<file path="src/rtl/txf_pkg.sv">
// Shared constants and the masked-compare function for the ID filter.
package txf_pkg;
    localparam int ID_W = 16;
    localparam int CODE_W = 8;
    localparam logic [CODE_W-1:0] EVT_RD_FILT = 8'h41;
    localparam logic [CODE_W-1:0] EVT_WR_FILT = 8'h42;

    // True when every compared bit (mask=1) of id equals the reference.
    function automatic logic id_hit(input logic [ID_W-1:0] id,
                                    input logic [ID_W-1:0] ref_id,
                                    input logic [ID_W-1:0] keep);
        return ((id ^ ref_id) & keep) == '0;
    endfunction
endpackage

</file>
<file path="src/rtl/txf_matcher.sv">
// Masked ID matcher for one transaction channel.
// Assumes the filter value is stable during the cycle; output is combinational.
module txf_matcher
    import txf_pkg::*;
(
    input  logic            clk,
    input  logic            rst_n,
    input  logic            valid,
    input  logic [ID_W-1:0] id,
    input  logic [ID_W-1:0] ref_id,
    input  logic [ID_W-1:0] keep,
    output logic            hit
);
    // Qualify the masked compare with the channel strobe.
    always_comb begin
        hit = valid && id_hit(id, ref_id, keep);
    end

    // a match pulse only ever comes with its strobe.
    assert_pulse_needs_strobe_R3: assert property (@(posedge clk) disable iff (!rst_n)
        hit |-> valid);
endmodule

</file>
<file path="src/rtl/txf_byte_acc.sv">
// Byte total for one counter. Adds bytes of matching transactions in the
// direction its event code selects, when enabled. Clear wins over add.
module txf_byte_acc
    import txf_pkg::*;
#(
    parameter int BYTE_W = 8,
    parameter int TOT_W  = 32
) (
    input  logic              clk,
    input  logic              rst_n,
    input  logic              en,
    input  logic              clr,
    input  logic [CODE_W-1:0] code,
    input  logic              rd_hit,
    input  logic              wr_hit,
    input  logic [BYTE_W-1:0] rd_bytes,
    input  logic [BYTE_W-1:0] wr_bytes,
    output logic [TOT_W-1:0]  total
);
    logic [TOT_W-1:0] add_val;

    // Pick the byte count to add this cycle, zero when nothing qualifies.
    always_comb begin
        add_val = '0;
        if (en && code == EVT_RD_FILT && rd_hit) add_val = TOT_W'(rd_bytes);
        else if (en && code == EVT_WR_FILT && wr_hit) add_val = TOT_W'(wr_bytes);
    end

    // Hold, clear or accumulate the total.
    always_ff @(posedge clk) begin
        if (!rst_n)   total <= '0;
        else if (clr) total <= '0;
        else          total <= total + add_val;
    end

    assert_clear_zero_R9: assert property (@(posedge clk) disable iff (!rst_n)
        clr |=> total == '0);
    assert_disabled_hold_R10: assert property (@(posedge clk) disable iff (!rst_n)
        (!en && !clr) |=> $stable(total));
    assert_other_code_hold_R7: assert property (@(posedge clk) disable iff (!rst_n)
        (code != EVT_RD_FILT && code != EVT_WR_FILT && !clr) |=> $stable(total));
endmodule

</file>
<file path="src/rtl/txid_filter_counter.sv">
// Transaction ID mask filter: one shared filter register, read and write
// match pulses, and, when ENHANCED is set, per-counter byte totals.
// Assumes software writes the compare mask already inverted (1 = compare).
module txid_filter_counter
    import txf_pkg::*;
#(
    parameter int NCNT     = 4,
    parameter int BYTE_W   = 8,
    parameter int TOT_W    = 32,
    parameter bit ENHANCED = 1'b1
) (
    input  logic                   clk,
    input  logic                   rst_n,
    input  logic                   cfg_we,
    input  logic [2*ID_W-1:0]      cfg_wdata,
    input  logic                   rd_valid,
    input  logic [ID_W-1:0]        rd_id,
    input  logic [BYTE_W-1:0]      rd_bytes,
    input  logic                   wr_valid,
    input  logic [ID_W-1:0]        wr_id,
    input  logic [BYTE_W-1:0]      wr_bytes,
    input  logic [NCNT*CODE_W-1:0] cnt_code,
    input  logic [NCNT-1:0]        cnt_en,
    input  logic [NCNT-1:0]        cnt_clr,
    output logic [2*ID_W-1:0]      filt_o,
    output logic                   rd_match,
    output logic                   wr_match,
    output logic [NCNT*TOT_W-1:0]  byte_total
);
    logic [2*ID_W-1:0] filt_q;
    logic [ID_W-1:0]   ref_id;
    logic [ID_W-1:0]   keep;

    // Shared filter register; writes land at the next edge.
    always_ff @(posedge clk) begin
        if (!rst_n)      filt_q <= '0;
        else if (cfg_we) filt_q <= cfg_wdata;
    end

    assign ref_id = filt_q[ID_W-1:0];
    assign keep   = filt_q[2*ID_W-1:ID_W];
    assign filt_o = filt_q;

    txf_matcher u_rd_match (
        .clk(clk), .rst_n(rst_n), .valid(rd_valid), .id(rd_id),
        .ref_id(ref_id), .keep(keep), .hit(rd_match)
    );

    txf_matcher u_wr_match (
        .clk(clk), .rst_n(rst_n), .valid(wr_valid), .id(wr_id),
        .ref_id(ref_id), .keep(keep), .hit(wr_match)
    );

    generate
        if (ENHANCED) begin : g_bytes
            for (genvar n = 0; n < NCNT; n++) begin : g_acc
                txf_byte_acc #(.BYTE_W(BYTE_W), .TOT_W(TOT_W)) u_acc (
                    .clk(clk), .rst_n(rst_n), .en(cnt_en[n]), .clr(cnt_clr[n]),
                    .code(cnt_code[n*CODE_W +: CODE_W]),
                    .rd_hit(rd_match), .wr_hit(wr_match),
                    .rd_bytes(rd_bytes), .wr_bytes(wr_bytes),
                    .total(byte_total[n*TOT_W +: TOT_W])
                );
            end
        end else begin : g_no_bytes
            assign byte_total = '0;
        end
    endgenerate

    assert_cfg_load_R5: assert property (@(posedge clk) disable iff (!rst_n)
        cfg_we |=> filt_q == $past(cfg_wdata));
    assert_filter_write_keeps_totals_R8: assert property (@(posedge clk) disable iff (!rst_n)
        (cfg_we && !rd_valid && !wr_valid && cnt_clr == '0) |=> $stable(byte_total));
endmodule

</file>
<file path="config.mk">
export PLATFORM = sky130hd
export DESIGN_NAME = txid_filter_counter
export DESIGN_NICKNAME = d
export VERILOG_FILES = /design/src/rtl/txf_pkg.sv /design/src/rtl/txf_matcher.sv /design/src/rtl/txf_byte_acc.sv /design/src/rtl/txid_filter_counter.sv
export SDC_FILE = /design/constraint.sdc
export NUM_CORES = 1
export LEC_CHECK = 0
export BUFFER_PORTS_ARGS = -buffer_cell sky130_fd_sc_hd__buf_2
export CELL_PAD_IN_SITES_DETAIL_PLACEMENT = 0
export CELL_PAD_IN_SITES_GLOBAL_PLACEMENT = 1
export CORE_ASPECT_RATIO = 1.4
export CORE_MARGIN = 2
export CORE_UTILIZATION = 29
export CTS_BUF_LIST = sky130_fd_sc_hd__clkbuf_4
export DETAILED_ROUTE_END_ITERATION = 8
export PLACE_DENSITY_LB_ADDON = 0.1
export REMOVE_ABC_BUFFERS = 1
export SLEW_MARGIN = 30
export SYNTH_ARGS = -nofsm -noshare
export SYNTH_HDL_FRONTEND = slang
export SYNTH_SLANG_ARGS = --single-unit
</file>
<file path="constraint.sdc">
create_clock -name clk -period 5.41 [get_ports clk]
set_input_delay 0.541 -clock clk [delete_from_list [all_inputs] [get_ports clk]]
set_output_delay 0.541 -clock clk [all_outputs]
set_load 0.01 [all_outputs]
</file>
# Word level (Yosys, flattened, before mapping)
# Index checks and enable logic that the tools add are counted.
# totals
reg_bits	160
word_cells	54
# classes
addsub	4
eq_ne	8
n_mux	8
bitwise	5
n_reduce_logical	24
# op_table
op	n
adder 32 bit	4
two-way mux 32 bit	4
== test 8 x 7 -> 1 bit, second input constant	8
bitwise AND 16 bit	2
logical NOT 16 bit	2
two-way mux 8 bit	4
bitwise XOR 16 bit	2
logical AND 1 bit	18
OR reduction 2 bit	4
NOT 1 bit	1

# Depth between registers and ports, before layout
# depth
word_depth	8
depth_mapped	16
mapped_depth_nobuf	15

# Cells and area by module
# A second synthesis with hierarchy kept.
# unflattened
hier_cells	979
hier_area_um2	8744.6
# by_module_without_submodules
mod	n_inst	cells_each	area_each_um2	seq_area_each_um2
txf_byte_acc at g_bytes.g_acc[1].u_acc ...	3	206	1762.9	640.6
txf_byte_acc at g_bytes.g_acc[0].u_acc	1	204	1761.7	640.6
txid_filter_counter	1	103	1243.7	640.6
txf_matcher	2	27	225.2	0.0

# Worst setup path after synthesis
# No wires, ideal clock.
# synth_timing
path_type	input -> register
startpoint	input port rd_id[9]
endpoint	register g_bytes.g_acc[1].u_acc.total[24]
arrival_ns	3.613
t_required_ns	5.282
path_slack_ns	1.669
cell_stages	16
path_buffers	1
path_cell_list	xor2_1 -> a222oi_1 -> nand4_1 -> nor2_1 -> and4b_1 -> buf_2 -> a22o_1 -> ha_1 -> inv_1 -> fa_1 -> nor2b_1 -> o31a_1 -> o211ai_1 -> a2111oi_4 -> xnor2_1 -> nor2_1
# synth_via
elab_chain_len	7
# synth_lines
element	line	text
start: declaration	txid_filter_counter.sv:17	input logic [ID_W-1:0] rd_id,
bitwise XOR 16 bit	txf_pkg.sv:12	return ((id ^ ref_id) & keep) == '0;
bitwise AND 16 bit	txf_pkg.sv:12	
logical NOT 16 bit	txf_pkg.sv:12	
logical AND 1 bit	txf_matcher.sv:16	hit = valid && id_hit(id, ref_id, keep);
net rd_match	txid_filter_counter.sv:26	output logic rd_match,
logical AND 1 bit	txf_byte_acc.sv:25	if (en && code == EVT_RD_FILT && rd_hit) add_val = TOT_W'(rd_bytes);
two-way mux 32 bit	txf_byte_acc.sv:25	
adder 32 bit	txf_byte_acc.sv:33	else total <= total + add_val;
end signal: assignment	txf_byte_acc.sv:33	
end: declaration	txf_byte_acc.sv:18	output logic [TOT_W-1:0] total
# The timed path passes the listed nets, and every way through them passes these cells.
# A chain may end at the register's enable or synchronous reset.

# Worst setup path after layout
# layout_timing
startpoint	register filt_q[9] (netlist: filt_o[9])
endpoint	register g_bytes.g_acc[1].u_acc.total[24]
# layout_via
elab_chain_len	8
word_cells_on_any_way	13
cone_classes	1 x add/sub; 2 x mux; 4 x bitwise; 6 x reduce/logical
# layout_lines
element	line	text
start: declaration	txid_filter_counter.sv:30	logic [2*ID_W-1:0] filt_q;
start signal: assignment	txid_filter_counter.sv:37	else if (cfg_we) filt_q <= cfg_wdata;
bitwise XOR 16 bit	txf_pkg.sv:12	
bitwise AND 16 bit	txf_pkg.sv:12	
logical NOT 16 bit	txf_pkg.sv:12	
logical AND 1 bit	txf_matcher.sv:16	
logical AND 1 bit	txf_byte_acc.sv:26	else if (en && code == EVT_WR_FILT && wr_hit) add_val = TOT_W'(wr_bytes);
two-way mux 8 bit	txf_byte_acc.sv:26	
two-way mux 32 bit (*)	txf_byte_acc.sv:25	
adder 32 bit (*)	txf_byte_acc.sv:33	
# Every way passes the cells marked *; elsewhere a longest branch is shown, timed or not.

==> results.txt <==
* Data required time at the worst endpoint: 5880 ps
- Final Max Slew Viols: 0
- The share of the Yosys chip area taken by registers is 37.7%.
- The number of cells on the worst reg-to-reg path is 15.
* Largest vdd supply drop: roughly 97 uV
- Number of hold-repair buffers added at the cts stage: 0
- Remaining global-route overflow: 0
- The critical path ends at g_bytes.g_acc[1].u_acc.total[24]$_SDFF_PP0_.
- Detailed-route vias per instance: 4.74
* Number of nets in the final layout: between 1000 and 1500
- Top-Level Pins: approximately 290
- Maximum frequency from static timing analysis: about 0.24 GHz
- Cell Pwr Density: about 190 nW/um^2
- In the synthesized netlist the async set-or-reset flop fraction comes to 0%.
- Yosys mapped a number of flops with a built-in enable equal to 0.
- Summed over all nets, the half-perimeter wirelength after detailed placement is 21300 um.
* Total chip power: 2.05 mW
- After clock tree synthesis, the clock-pin slew on the worst setup and hold paths is 160 ps.
* Worst setup path startpoint: filt_o[9]$_SDFFE_PN0P_
* Post-synthesis cell area: 8490 sq um
- Internal power: ~1.5 mW
* Final critical delay including setup and external delays: 4160 ps
* Worst endpoint data arrival time: about 4600 ps
- After layout, the worst path uses roughly three quarters of the clock period.
- Average size of a mapped cell: 8.96 sq um
* #FFs+latches synth: 160
* Routed via count: a little under 8000
* Yosys warning count: 0
- Number of clock buffers inserted by TritonCTS: 17
- In the routed design, unresolved DRC markers number 0.
- Fill cell count: approximately 3100
- The number of global-route vias before repair is 7773.
* Max-capacitance violation count: 0
* Avg WL per Cell: 16.8 um
- FF-to-FF Start: filt_o[9]$_SDFFE_PN0P_
- TritonCTS built the clock tree.
- Number of hold violations in the final report: 0
- At the end of routability-driven placement, the weighted congestion stood at 0.802.
- Core Region: 29000 sq um
* Slew at the pin with the worst max-slew slack: 788 ps
- Clock network power share: roughly a third
- The worst setup path is of the reg2reg kind.
* DP Area: slightly above 10000 sq um
- STA classifies the critical path endpoint as a flop.
- Flop pwr share: 59.2%
- On the final layout, the worst clock skew is around 33 ps.
- Maximum number of pins on one net before global-route repair: 39
- The top cell types in the final layout, fill and taps aside, are 285 x buf_2, 160 x dfxtp_1, 128 x nor2_1.
* Unrepaired setup endpoints after global routing: false
- The floorplan step defined a die boundary enclosing around 30000 sq um.
- Counting every sink on the clock net gives 160.
* Routed Wire Length: ~27000 um
- Most common flop cell mapped by yosys: dfxtp_1
- The flow ran to the end, and the final reports show no timing, DRC or antenna violations.
* Cell chosen for the clock root: clkbuf_4
- Combinational cells account for approximately 8.5% of the total power.
* Later-pin clock latency in the skew report: between 500 and 600 ps
- The first detailed-routing pass ran for 4 iterations.
- CTS max path bufs: 2
- In this run the power spent charging and discharging nets is 0.569 mW.
- Adding up every negative setup slack in the final design gives 0 ps.
- Setup violations remaining at the end of the flow were counted as 0.
- Static Leak: 4.67 nW
- STA classifies the critical path startpoint as a flop.
- In this run the worst hold path is classified as in2reg.
* Area added between synthesis and finish: 24.4%
* Maximum fanout along the worst path: 9
- With fillers left out, the area of the finished cells amounts to about 11000 sq um.
- Minimum setup slack among reg-to-reg paths: 1250 ps
* Gate Count Post-Synth: ~950
- First-pass GRT wire length: 43100 um
- The detailed router finished its first iteration with 245 violations.
* H-tree levels: 4
* Worst reg2reg path endpoint: g_bytes.g_acc[1].u_acc.total[24]$_SDFF_PP0_
- Gates resized during post-CTS repair numbered 0.
- Net switching is 27.8% of the power.
- Once detail routing completed, the nets flagged for antenna violations numbered 0.
* Floorplan row count: 74
- Die outline width: 149 um
- The initial utilization of the core area, before any placement, comes to 29.3%.
- The library cell used most frequently in the layout, excluding fill and tap cells, is buf_2.
* Initial antenna violation count: 8
- The number of different library cells used by synthesis comes to 60.
* Combined global-route utilization of all metal layers: 18.0%
- In this run the most critical hold path is launched from cfg_wdata[7].
* Fraction of layout cells with a size suffix above 1: 27.4%
* Post-CTS Setup Bufs: 0
- PortBufs: between 200 and 300
* Die height: approximately 210 um
* Headroom to the max-slew limit: between 40% and 50%
layer usage:
metal	vias up	global-route usage, %	routed length, um	share of wire, %
met1	3573	21.3	11500	42
met2	187	31.4	13800	50
met5	-	0	13	0.047
met4	2	6.39	585	2.1
met3	28	4.64	1530	5.6
li1	3916	-	-	-
state kept, by name, summed over array words and instances, names as in the netlist:
signal                     flops
filt_o                        32
g_bytes.g_acc.u_acc.total    128
power groups by stage:
stage | clock network, mW | registers, mW | logic, mW
final | 0.662 | 1.21 | 0.174
after global routing | 0.749 | 1.21 | 0.193
after CTS | 0.713 | 1.21 | 0.177
after detailed placement | 0 | 1.24 | 0.177
after global placement | 0 | 1.24 | 0.176
after floorplan | 0 | 1.24 | 0.0639
synth_stat cells, drive strengths merged (5+ instances only):
master | n | area, sq um
and3 | 13 | 81.3
nand2 | 44 | 165
ha | 32 | 400
and4b | 8 | 80.1
and4 | 10 | 92.6
xnor2 | 51 | 447
nor4 | 6 | 50.0
o21ai | 24 | 120
a211oi | 10 | 80.1
mux2i | 32 | 320
or3 | 14 | 87.6
buf | 13 | 61.3
nor4b | 5 | 58.8
a22oi | 13 | 97.6
a22o | 32 | 280
nor3 | 21 | 110
nand3 | 37 | 185
nand4 | 22 | 138
clkbuf | 24 | 91.3
and2 | 8 | 50.1
nand2b | 5 | 31.3
o211ai | 12 | 90.1
o21a | 7 | 52.6
inv | 19 | 71.3
a21o | 10 | 75.1
a21oi | 33 | 169
nor2 | 128 | 480
nor2b | 36 | 225
dfxtp | 160 | 3200
xor2 | 86 | 753
logic make-up after synthesis:
logic type      share of synthesized area (%)
compound gates                           13.4
xor+xnor                                 14.1
fa+ha+maj                                5.66
buf+inv                                  2.64
flops                                    37.7
mux                                      3.77
simple gates                             22.7
area by class of cell:
| class | count | area [sq um] | share of cell area, % |
|---|---|---|---|
| Timing Repair Buffer | 292 | 1480 | 14.0 |
| Clock buffer | 22 | 165 | 1.56 |
| Clock inverter | 10 | 66.3 | 0.628 |
| Inverter | 19 | 71.3 | 0.676 |
| Antenna cell | 11 | 27.5 | 0.261 |
| Tap cell | 380 | 475 | 4.50 |
| Sequential cell | 160 | 3200 | 30.3 |
| Multi-Input combinational cell | 731 | 5070 | 48.0 |
per-stage QoR:
stage | hold WS [ps] | utilization (%) | setup slack [ps] | cells
floorplan | 502 | - | 1560 | 910
global placement | 470 | 35.5 | 990 | 1582
detailed placement | 478 | 35.5 | 950 | 1582
CTS | 131 | 36.3 | 1170 | 1614
global route | 158 | 36.4 | 791 | 1619
finish | 200 | 36.4 | 1250 | 1625
critical path, stage by stage, from the launching register on:
cell,delay [ps]
dfxtp_1,380
xor2_1,180
a222oi_1,360
nand4_1,180
nor2_1,360
and4b_1,450
a22o_1,210
ha_1,160
inv_1,50
fa_1,370
nor2b_1,210
o31a_1,180
o211ai_1,310
a2111oi_4,450
xnor2_1,150
nor2_1,50
worst min path at each step:
stage | endpoint | slack [ps] | cells after the start
after floorplan | g_bytes.g_acc[2].u_acc.total[31]$_SDFF_PP0_ | 500 | 2
after detailed placement | g_bytes.g_acc[2].u_acc.total[31]$_SDFF_PP0_ | 480 | 2
after global routing | filt_o[14]$_SDFFE_PN0P_ | 160 | 3
after global placement | g_bytes.g_acc[2].u_acc.total[31]$_SDFF_PP0_ | 470 | 2
after CTS | filt_o[7]$_SDFFE_PN0P_ | 130 | 3
final | filt_o[7]$_SDFFE_PN0P_ | 200 | 3
No activity file was read; power rests on OpenSTA's default activity.
